**src/rtl/spd_wp_pkg.sv**
```systemverilog
// Shared types for the write-protect controller: controller states and
// the classification of a select byte. Assumes a 4-bit type code.
package spd_wp_pkg;
    localparam logic [3:0] TYPE_MEM = 4'b1010;
    localparam logic [3:0] TYPE_TS  = 4'b0011;
    localparam logic [3:0] TYPE_WP  = 4'b0110;

    typedef enum logic [3:0] {
        S_IDLE, S_SEL, S_MADDR, S_MDATA, S_MRD, S_TS, S_CADDR, S_CDATA, S_NACK
    } wp_state_e;

    typedef enum logic [2:0] {
        K_NONE, K_MEM, K_TS, K_SWP, K_CWP, K_RPS, K_SPA, K_RPA
    } sel_kind_e;

    typedef struct packed {
        sel_kind_e  kind;
        logic [1:0] blk;
        logic       pg;
        logic       rd;
    } sel_info_t;
endpackage

```
**src/rtl/spd_sel_decode.sv**
```systemverilog
// Classifies a select byte. Memory and sensor types must match the local
// address in bits 3:1; the protect/page type decodes bits 3:0 as a command.
// Purely combinational; assumes the byte is stable while used.
module spd_sel_decode
    import spd_wp_pkg::*;
(
    input  logic [7:0] byte_in,
    input  logic [2:0] sel_addr,
    output sel_info_t  info
);
    // Map the type nibble and command bits to a classified request.
    always_comb begin
        info      = '0;
        info.kind = K_NONE;
        info.rd   = byte_in[0];
        if (byte_in[7:4] == TYPE_MEM && byte_in[3:1] == sel_addr) begin
            info.kind = K_MEM;
        end else if (byte_in[7:4] == TYPE_TS && byte_in[3:1] == sel_addr) begin
            info.kind = K_TS;
        end else if (byte_in[7:4] == TYPE_WP) begin
            case (byte_in[3:0])
                4'b0010: begin info.kind = K_SWP; info.blk = 2'd0; end
                4'b1000: begin info.kind = K_SWP; info.blk = 2'd1; end
                4'b1010: begin info.kind = K_SWP; info.blk = 2'd2; end
                4'b0000: begin info.kind = K_SWP; info.blk = 2'd3; end
                4'b0110: info.kind = K_CWP;
                4'b0011: begin info.kind = K_RPS; info.blk = 2'd0; end
                4'b1001: begin info.kind = K_RPS; info.blk = 2'd1; end
                4'b1011: begin info.kind = K_RPS; info.blk = 2'd2; end
                4'b0001: begin info.kind = K_RPS; info.blk = 2'd3; end
                4'b1100: begin info.kind = K_SPA; info.pg = 1'b0; end
                4'b1110: begin info.kind = K_SPA; info.pg = 1'b1; end
                4'b1101: info.kind = K_RPA;
                default: info.kind = K_NONE;
            endcase
        end
    end
endmodule

```
**src/rtl/spd_prot_regs.sv**
```systemverilog
// Holds one protection bit per block, standing in for nonvolatile state.
// A set request marks one block; a clear request wipes all of them.
module spd_prot_regs #(
    parameter int N_BLK = 4,
    localparam int BW = $clog2(N_BLK)
) (
    input  logic             clk,
    input  logic             rst_n,
    input  logic             set_en,
    input  logic             clr_en,
    input  logic [BW-1:0]    blk,
    output logic [N_BLK-1:0] prot
);
    // Apply set or clear requests to the protection bits.
    always_ff @(posedge clk) begin
        if (!rst_n)      prot <= '0;
        else if (clr_en) prot <= '0;
        else if (set_en) prot[blk] <= 1'b1;
    end

    AST_PROT_HOLD: assert property (@(posedge clk) disable iff (!rst_n)
        (!set_en && !clr_en) |=> $stable(prot));
endmodule

```
**src/rtl/spd_busy_timer.sv**
```systemverilog
// Self-timed write cycle: loaded on start, counts down, busy while nonzero.
module spd_busy_timer #(
    parameter int WR_CYCLES = 500000,
    localparam int CW = $clog2(WR_CYCLES + 1)
) (
    input  logic clk,
    input  logic rst_n,
    input  logic start,
    output logic busy
);
    logic [CW-1:0] cnt;

    // Load the duration on start and count down to zero.
    always_ff @(posedge clk) begin
        if (!rst_n)          cnt <= '0;
        else if (start)      cnt <= CW'(WR_CYCLES);
        else if (cnt != '0)  cnt <= cnt - 1'b1;
    end

    assign busy = (cnt != '0);

    AST_BUSY_STEP: assert property (@(posedge clk) disable iff (!rst_n)
        (busy && !start) |=> (cnt == $past(cnt) - 1'b1));
    AST_BUSY_LOAD: assert property (@(posedge clk) disable iff (!rst_n)
        start |=> busy);
endmodule

```
**src/rtl/spd_wp_ctrl.sv**
```systemverilog
// Write-protect and acknowledge controller for a two-page serial memory.
// Consumes decoded bus events (one-cycle pulses, at most one per cycle)
// and answers each received byte one cycle later. Assumes the bit shifter
// drives the acknowledge from ack/ack_valid and reads array data itself.
module spd_wp_ctrl
    import spd_wp_pkg::*;
#(
    parameter int WR_CYCLES = 500000,
    parameter int ADDR_W    = 8,
    parameter int PAGE_WR   = 16,
    localparam int MEM_AW   = ADDR_W + 1,
    localparam int GRP_W    = $clog2(PAGE_WR),
    localparam int N_BLK    = 4
) (
    input  logic              clk,
    input  logic              rst_n,
    input  logic [2:0]        sel_addr,
    input  logic              hv_pin,
    input  logic              ev_start,
    input  logic              ev_stop,
    input  logic              ev_byte,
    input  logic [7:0]        byte_in,
    input  logic              ev_rdone,
    input  logic              mst_ack,
    output logic              ack_valid,
    output logic              ack,
    output logic              mem_we,
    output logic [MEM_AW-1:0] mem_addr,
    output logic [7:0]        mem_wdata,
    output logic              mem_commit,
    output logic              rd_strobe,
    output logic [MEM_AW-1:0] rd_addr,
    output logic              busy
);
    wp_state_e          st;
    sel_info_t          dec;
    logic [N_BLK-1:0]   prot;
    logic               page;
    logic [ADDR_W-1:0]  cnt;
    logic               data_last;
    logic               cmd_clr;
    logic [1:0]         cmd_blk;
    logic               wr_go, prot_set, prot_clr;

    spd_sel_decode u_dec (.byte_in(byte_in), .sel_addr(sel_addr), .info(dec));

    // A stop directly after an acknowledged data byte launches the cycle.
    always_comb begin
        wr_go    = ev_stop && !ev_start && data_last && (st == S_MDATA || st == S_CDATA);
        prot_set = wr_go && (st == S_CDATA) && !cmd_clr;
        prot_clr = wr_go && (st == S_CDATA) && cmd_clr;
    end

    spd_prot_regs #(.N_BLK(N_BLK)) u_prot (
        .clk(clk), .rst_n(rst_n), .set_en(prot_set), .clr_en(prot_clr),
        .blk(cmd_blk), .prot(prot));

    spd_busy_timer #(.WR_CYCLES(WR_CYCLES)) u_timer (
        .clk(clk), .rst_n(rst_n), .start(wr_go), .busy(busy));

    // Main sequencer: answers bytes, steps the counter, issues strobes.
    always_ff @(posedge clk) begin
        if (!rst_n) begin
            st <= S_IDLE; page <= 1'b0; cnt <= '0; data_last <= 1'b0;
            cmd_clr <= 1'b0; cmd_blk <= '0;
            ack_valid <= 1'b0; ack <= 1'b0; mem_we <= 1'b0; mem_commit <= 1'b0;
            mem_addr <= '0; mem_wdata <= '0; rd_strobe <= 1'b0; rd_addr <= '0;
        end else begin
            ack_valid <= 1'b0; ack <= 1'b0; mem_we <= 1'b0;
            mem_commit <= 1'b0; rd_strobe <= 1'b0;
            if (ev_start) begin
                st <= S_SEL; data_last <= 1'b0;
            end else if (ev_stop) begin
                mem_commit <= wr_go && (st == S_MDATA);
                st <= S_IDLE; data_last <= 1'b0;
            end else if (ev_byte) begin
                ack_valid <= 1'b1; data_last <= 1'b0;
                case (st)
                    S_SEL: begin
                        st <= S_NACK;
                        case (dec.kind)
                            K_MEM: if (!busy) begin
                                ack <= 1'b1;
                                if (dec.rd) begin
                                    st <= S_MRD; rd_strobe <= 1'b1;
                                    rd_addr <= {page, cnt}; cnt <= cnt + 1'b1;
                                end else st <= S_MADDR;
                            end
                            K_TS: begin ack <= 1'b1; st <= S_TS; end
                            K_SWP: if (!busy && hv_pin && !prot[dec.blk]) begin
                                ack <= 1'b1; st <= S_CADDR;
                                cmd_clr <= 1'b0; cmd_blk <= dec.blk;
                            end
                            K_CWP: if (!busy && hv_pin) begin
                                ack <= 1'b1; st <= S_CADDR; cmd_clr <= 1'b1;
                            end
                            K_RPS: ack <= !busy && !prot[dec.blk];
                            K_SPA: if (!busy) begin ack <= 1'b1; page <= dec.pg; end
                            K_RPA: ack <= !busy && !page;
                            default: ;
                        endcase
                    end
                    S_MADDR: begin ack <= 1'b1; cnt <= byte_in[ADDR_W-1:0]; st <= S_MDATA; end
                    S_MDATA: if (!prot[{page, cnt[ADDR_W-1]}]) begin
                        ack <= 1'b1; data_last <= 1'b1;
                        mem_we <= 1'b1; mem_addr <= {page, cnt}; mem_wdata <= byte_in;
                        cnt <= {cnt[ADDR_W-1:GRP_W], cnt[GRP_W-1:0] + 1'b1};
                    end
                    S_CADDR: begin ack <= 1'b1; st <= S_CDATA; end
                    S_CDATA: begin ack <= 1'b1; data_last <= 1'b1; end
                    S_TS:    ack <= 1'b1;
                    default: ;
                endcase
            end else if (ev_rdone) begin
                data_last <= 1'b0;
                if (st == S_MRD) begin
                    if (mst_ack) begin
                        rd_strobe <= 1'b1; rd_addr <= {page, cnt}; cnt <= cnt + 1'b1;
                    end else st <= S_IDLE;
                end
            end
        end
    end

    AST_ACK_QUAL: assert property (@(posedge clk) disable iff (!rst_n)
        ack |-> ack_valid);
    AST_WE_UNPROT: assert property (@(posedge clk) disable iff (!rst_n)
        mem_we |-> !prot[{mem_addr[ADDR_W], mem_addr[ADDR_W-1]}]);
    AST_WE_IDLE_TIMER: assert property (@(posedge clk) disable iff (!rst_n)
        mem_we |-> !busy);
    AST_COMMIT_BUSY: assert property (@(posedge clk) disable iff (!rst_n)
        mem_commit |-> busy);
    AST_WE_SINGLE: assert property (@(posedge clk) disable iff (!rst_n)
        $onehot0({mem_we, rd_strobe, mem_commit}));
endmodule

```
**config.mk**
```make
export PLATFORM = sky130hd
export DESIGN_NAME = spd_wp_ctrl
export DESIGN_NICKNAME = d
export VERILOG_FILES = /design/src/rtl/spd_wp_pkg.sv /design/src/rtl/spd_sel_decode.sv /design/src/rtl/spd_prot_regs.sv /design/src/rtl/spd_busy_timer.sv /design/src/rtl/spd_wp_ctrl.sv
export SDC_FILE = /design/constraint.sdc
export NUM_CORES = 1
export LEC_CHECK = 0
export BUFFER_PORTS_ARGS = -buffer_cell sky130_fd_sc_hd__buf_2
export CORE_AREA = 2 2 64 126
export CTS_CLUSTER_DIAMETER = 80
export DETAILED_ROUTE_END_ITERATION = 6
export DIE_AREA = 0 0 66 128
export GPL_TIMING_DRIVEN = 0
export MAX_ROUTING_LAYER = met4
export PLACE_DENSITY = 0.86
export SKIP_LAST_GASP = 1
export SLEW_MARGIN = 20
export SYNTH_ARGS = -nofsm -noshare
export SYNTH_HDL_FRONTEND = slang
export SYNTH_SLANG_ARGS = --single-unit
export TNS_END_PERCENT = 1
```
**constraint.sdc**
```tcl
create_clock -name clk -period 2.46 [get_ports clk]
set_clock_uncertainty 0.1 [all_clocks]
set_input_delay 0.123 -clock clk [delete_from_list [all_inputs] [get_ports clk]]
set_output_delay 0.123 -clock clk [all_outputs]
set_load 0.05 [all_outputs]
```
==> results.txt <==
Syn Nets = 456
RSZ-0062 raised after global routing = true
Die area = 8450 um2
CP required = 2.56 ns
Largest net degree at the start of global routing = 14
Final WS setup = -0.0669 ns
Worst-path clk slew = 0.06 ns
H-tree levels = 3
Root Driver = clkbuf_16
Post-synth ARST share = 0%
GPL Wtd Cong = 0.934
Final hold viol count = 0
Proportion of power drawn by combinational gates = 36.3%
WS Path Type = register to register
Vias = 3684
Area Overhead vs Synth = 23.5%
Failing checks = negative setup slack
Die Y = 128 um
Nets = 529
Total core area = 7540 um2
Peak supply drop = 531 uV
Synth Flop Type = dfxtp_1
Wire length per cell = 17.5 um
Total track usage = 27.0%
Post-route DRC = 0
DRT Pass-1 Iters = 4
Final Cell Area = 4630 um2
WP data arrival = 2.63 ns
Starting DRC count in detailed routing = 198
Initial antenna violation count = 0
Post-layout util = 61.4%
Fillers = 660
Outcome = finished, violations left
# IOs = 51
Rel. slew slack = 52.8%
Fmax = 396 MHz
Die Wd = 66 um
NetSw = 1500 uW
Period utilization = 103%
Placed instance area = 4110 um2
Number of global-route vias before repair = 3709
First-pass GRT wire length = 17000 um
Share of layout cells above drive strength 1 = 25.1%
Initial core utilization = 49.7%
Register share of total power = 33.1%
WL final = 10600 um
CTS buffer count = 9
Syn Area/Cell = 8.62 um2
Switching share of power = 35.0%
Gate count of the mapped netlist = 435
LEAKAGE = 0.00181 uW
Vias/cell = 6.07
Post-synth EDFFs = 0
Worst min path class = primary input to register
Pwr dens = 928 nW/um2
Tightest Pin Transition = 0.703 ns
Hpwl dp = 7620 um
Clock latency reported for the late side of the worst-skew pair = 0.34 ns
Routed Antenna Nets = 0
Critical Path Sink Type = register
Clk sink count = 71
GRT overflow = 0
Clk pwr share = 30.5%
Max cap viols = 0
Row cnt = 45
Slew Viols, Final = 0
Setup-failing EPs final = 12
TritonCTS clock tree = built
Pint = 2800 uW
Ys Warns = 0
Clock tree buffer depth = 2
Crit-path max FO = 5
Critical path launch point type = register
Yosys reg bits = 71
Buffers added on ports = 48
Fin crit period = 2.53 ns
Post-synthesis cell type count = 70
Ant. Diodes = 0
Post-Syn Area = 3750 um2
Seq/Total Area, Yosys = 37.9%
-- power by group through the flow --
stage	Sequential, uW	Clock (uW)	Combinational [uW]
after floorplan	1410	0	996
after global placement	1430	0	1180
after detailed placement	1440	0	1220
after CTS	1420	1320	1390
after global routing	1440	1360	1710
final	1420	1310	1560
-- worst max-delay path, stage by stage, from the launching register on --
cell and delay, ns:
dfxtp_2 0.33, inv_2 0.06, ha_4 0.13, or3b_4 0.39
nor4_4 0.30, buf_4 0.20, nand3_1 0.20, nor3_2 0.38
mux2i_1 0.25, nor2_1 0.05
-- what timing repair did --
item | in CTS | in global routing
gates resized for setup | 2 | 27
setup buffers | 6 | 6
setup endpoints to repair | 37 | 38
pin swaps | 2 | 5
endpoints found under the hold margin | 3 | 0
hold buffers | 3 | 0
-- placed cells by master (no fill, tap or decap), drive strengths merged, types with 5 or more instances in the layout --
| master | Yosys | layout |
|---|---|---|
| dfxtp | 71 | 71 |
| buf | 7 | 65 |
| nor2 | 61 | 61 |
| nand2 | 36 | 36 |
| a21oi | 27 | 27 |
| o21ai | 27 | 27 |
| nand3 | 26 | 26 |
| mux2i | 25 | 25 |
| clkbuf | 13 | 24 |
| xnor2 | 10 | 10 |
| nor3 | 10 | 10 |
| inv | 9 | 10 |
| or3 | 8 | 8 |
| nand2b | 7 | 7 |
| xor2 | 7 | 7 |
| a211oi | 7 | 7 |
| nor3b | 6 | 6 |
| nor4 | 6 | 6 |
| and3 | 5 | 5 |
| nor4b | 5 | 5 |
-- stage by stage --
step	hold WS (ns)	power, uW	TNS, ns	cells	setup slack (ns)
after detailed placement	0.310	2660	-6.03	577	-0.318
final	0.0275	4300	-0.402	607	-0.0669
after global placement	0.304	2610	-4.90	577	-0.274
after CTS	0.0102	4120	-3.64	602	-0.209
after floorplan	0.102	2410	0	435	0.00268
after global routing	0.0461	4510	-1.91	607	-0.147
-- kinds of logic after synthesis --
family | share of synthesized area, %
and+or+nand+nor | 28.5
muxes | 7.28
AOI/OAI and AO/OA | 16.8
buffers and inverters | 4.91
adders and majority gates | 0.667
xor gates and xnor gates | 3.97
DFF | 37.9
-- registers in the layout (all words and copies together), names as in the netlist, 2 cells and up --
signal / flops
cmd_blk: 2
cnt: 8
mem_addr: 9
mem_wdata: 8
rd_addr: 9
st: 4
u_prot.prot: 4
u_timer.cnt: 19
-- cells in the mapped netlist, types with 5 or more instances --
cell type / count / share of area, %
and3_1: 5 / 0.83
nand3_1: 24 / 3.2
a21oi_1: 27 / 3.6
a211oi_1: 7 / 1.4
dfxtp_1: 71 / 38
clkbuf_1: 9 / 0.90
nand2b_1: 7 / 1.2
xnor2_1: 10 / 2.3
inv_1: 9 / 0.90
xor2_1: 7 / 1.6
nand2_1: 36 / 3.6
nor3b_1: 6 / 1.2
nor3_1: 10 / 1.3
mux2i_1: 25 / 6.7
o21ai_0: 26 / 3.5
nor2_1: 61 / 6.1
-- per-layer routing --
layer / vias up / track usage, % / share of wire (%) / wire length [um]
li1: 1720 / - / - / -
met1: 1757 / 25.2 / 35 / 3750
met2: 155 / 46.8 / 54 / 5780
met3: 52 / 5.44 / 4.4 / 468
met4: 0 / 20.6 / 5.9 / 630
met5: - / - / 0 / 0
-- cell type report --
type	instances	area (um2)	share of cell area (%)
clock inverters	6	70.1	1.51
multi-input cells	333	2240	48.3
inverters	10	37.5	0.811
well taps	94	118	2.54
plain buffers	20	144	3.11
flip-flops and latches	71	1430	30.8
clock buffers	10	229	4.94
repair buffers	63	372	8.02
-- path summary, 6_finish.rpt --
path,from,end,slack (ns),cells after the start
setup / recovery,u_timer.cnt[1],cmd_blk[1],-0.07,9
hold / removal,byte_in[7],mem_wdata[7],0.03,3
setup reg to reg,u_timer.cnt[1],cmd_blk[1],-0.07,9
hold reg to reg,rd_addr[8],rd_addr[8],0.35,2
No activity file was read; power rests on OpenSTA's default activity.
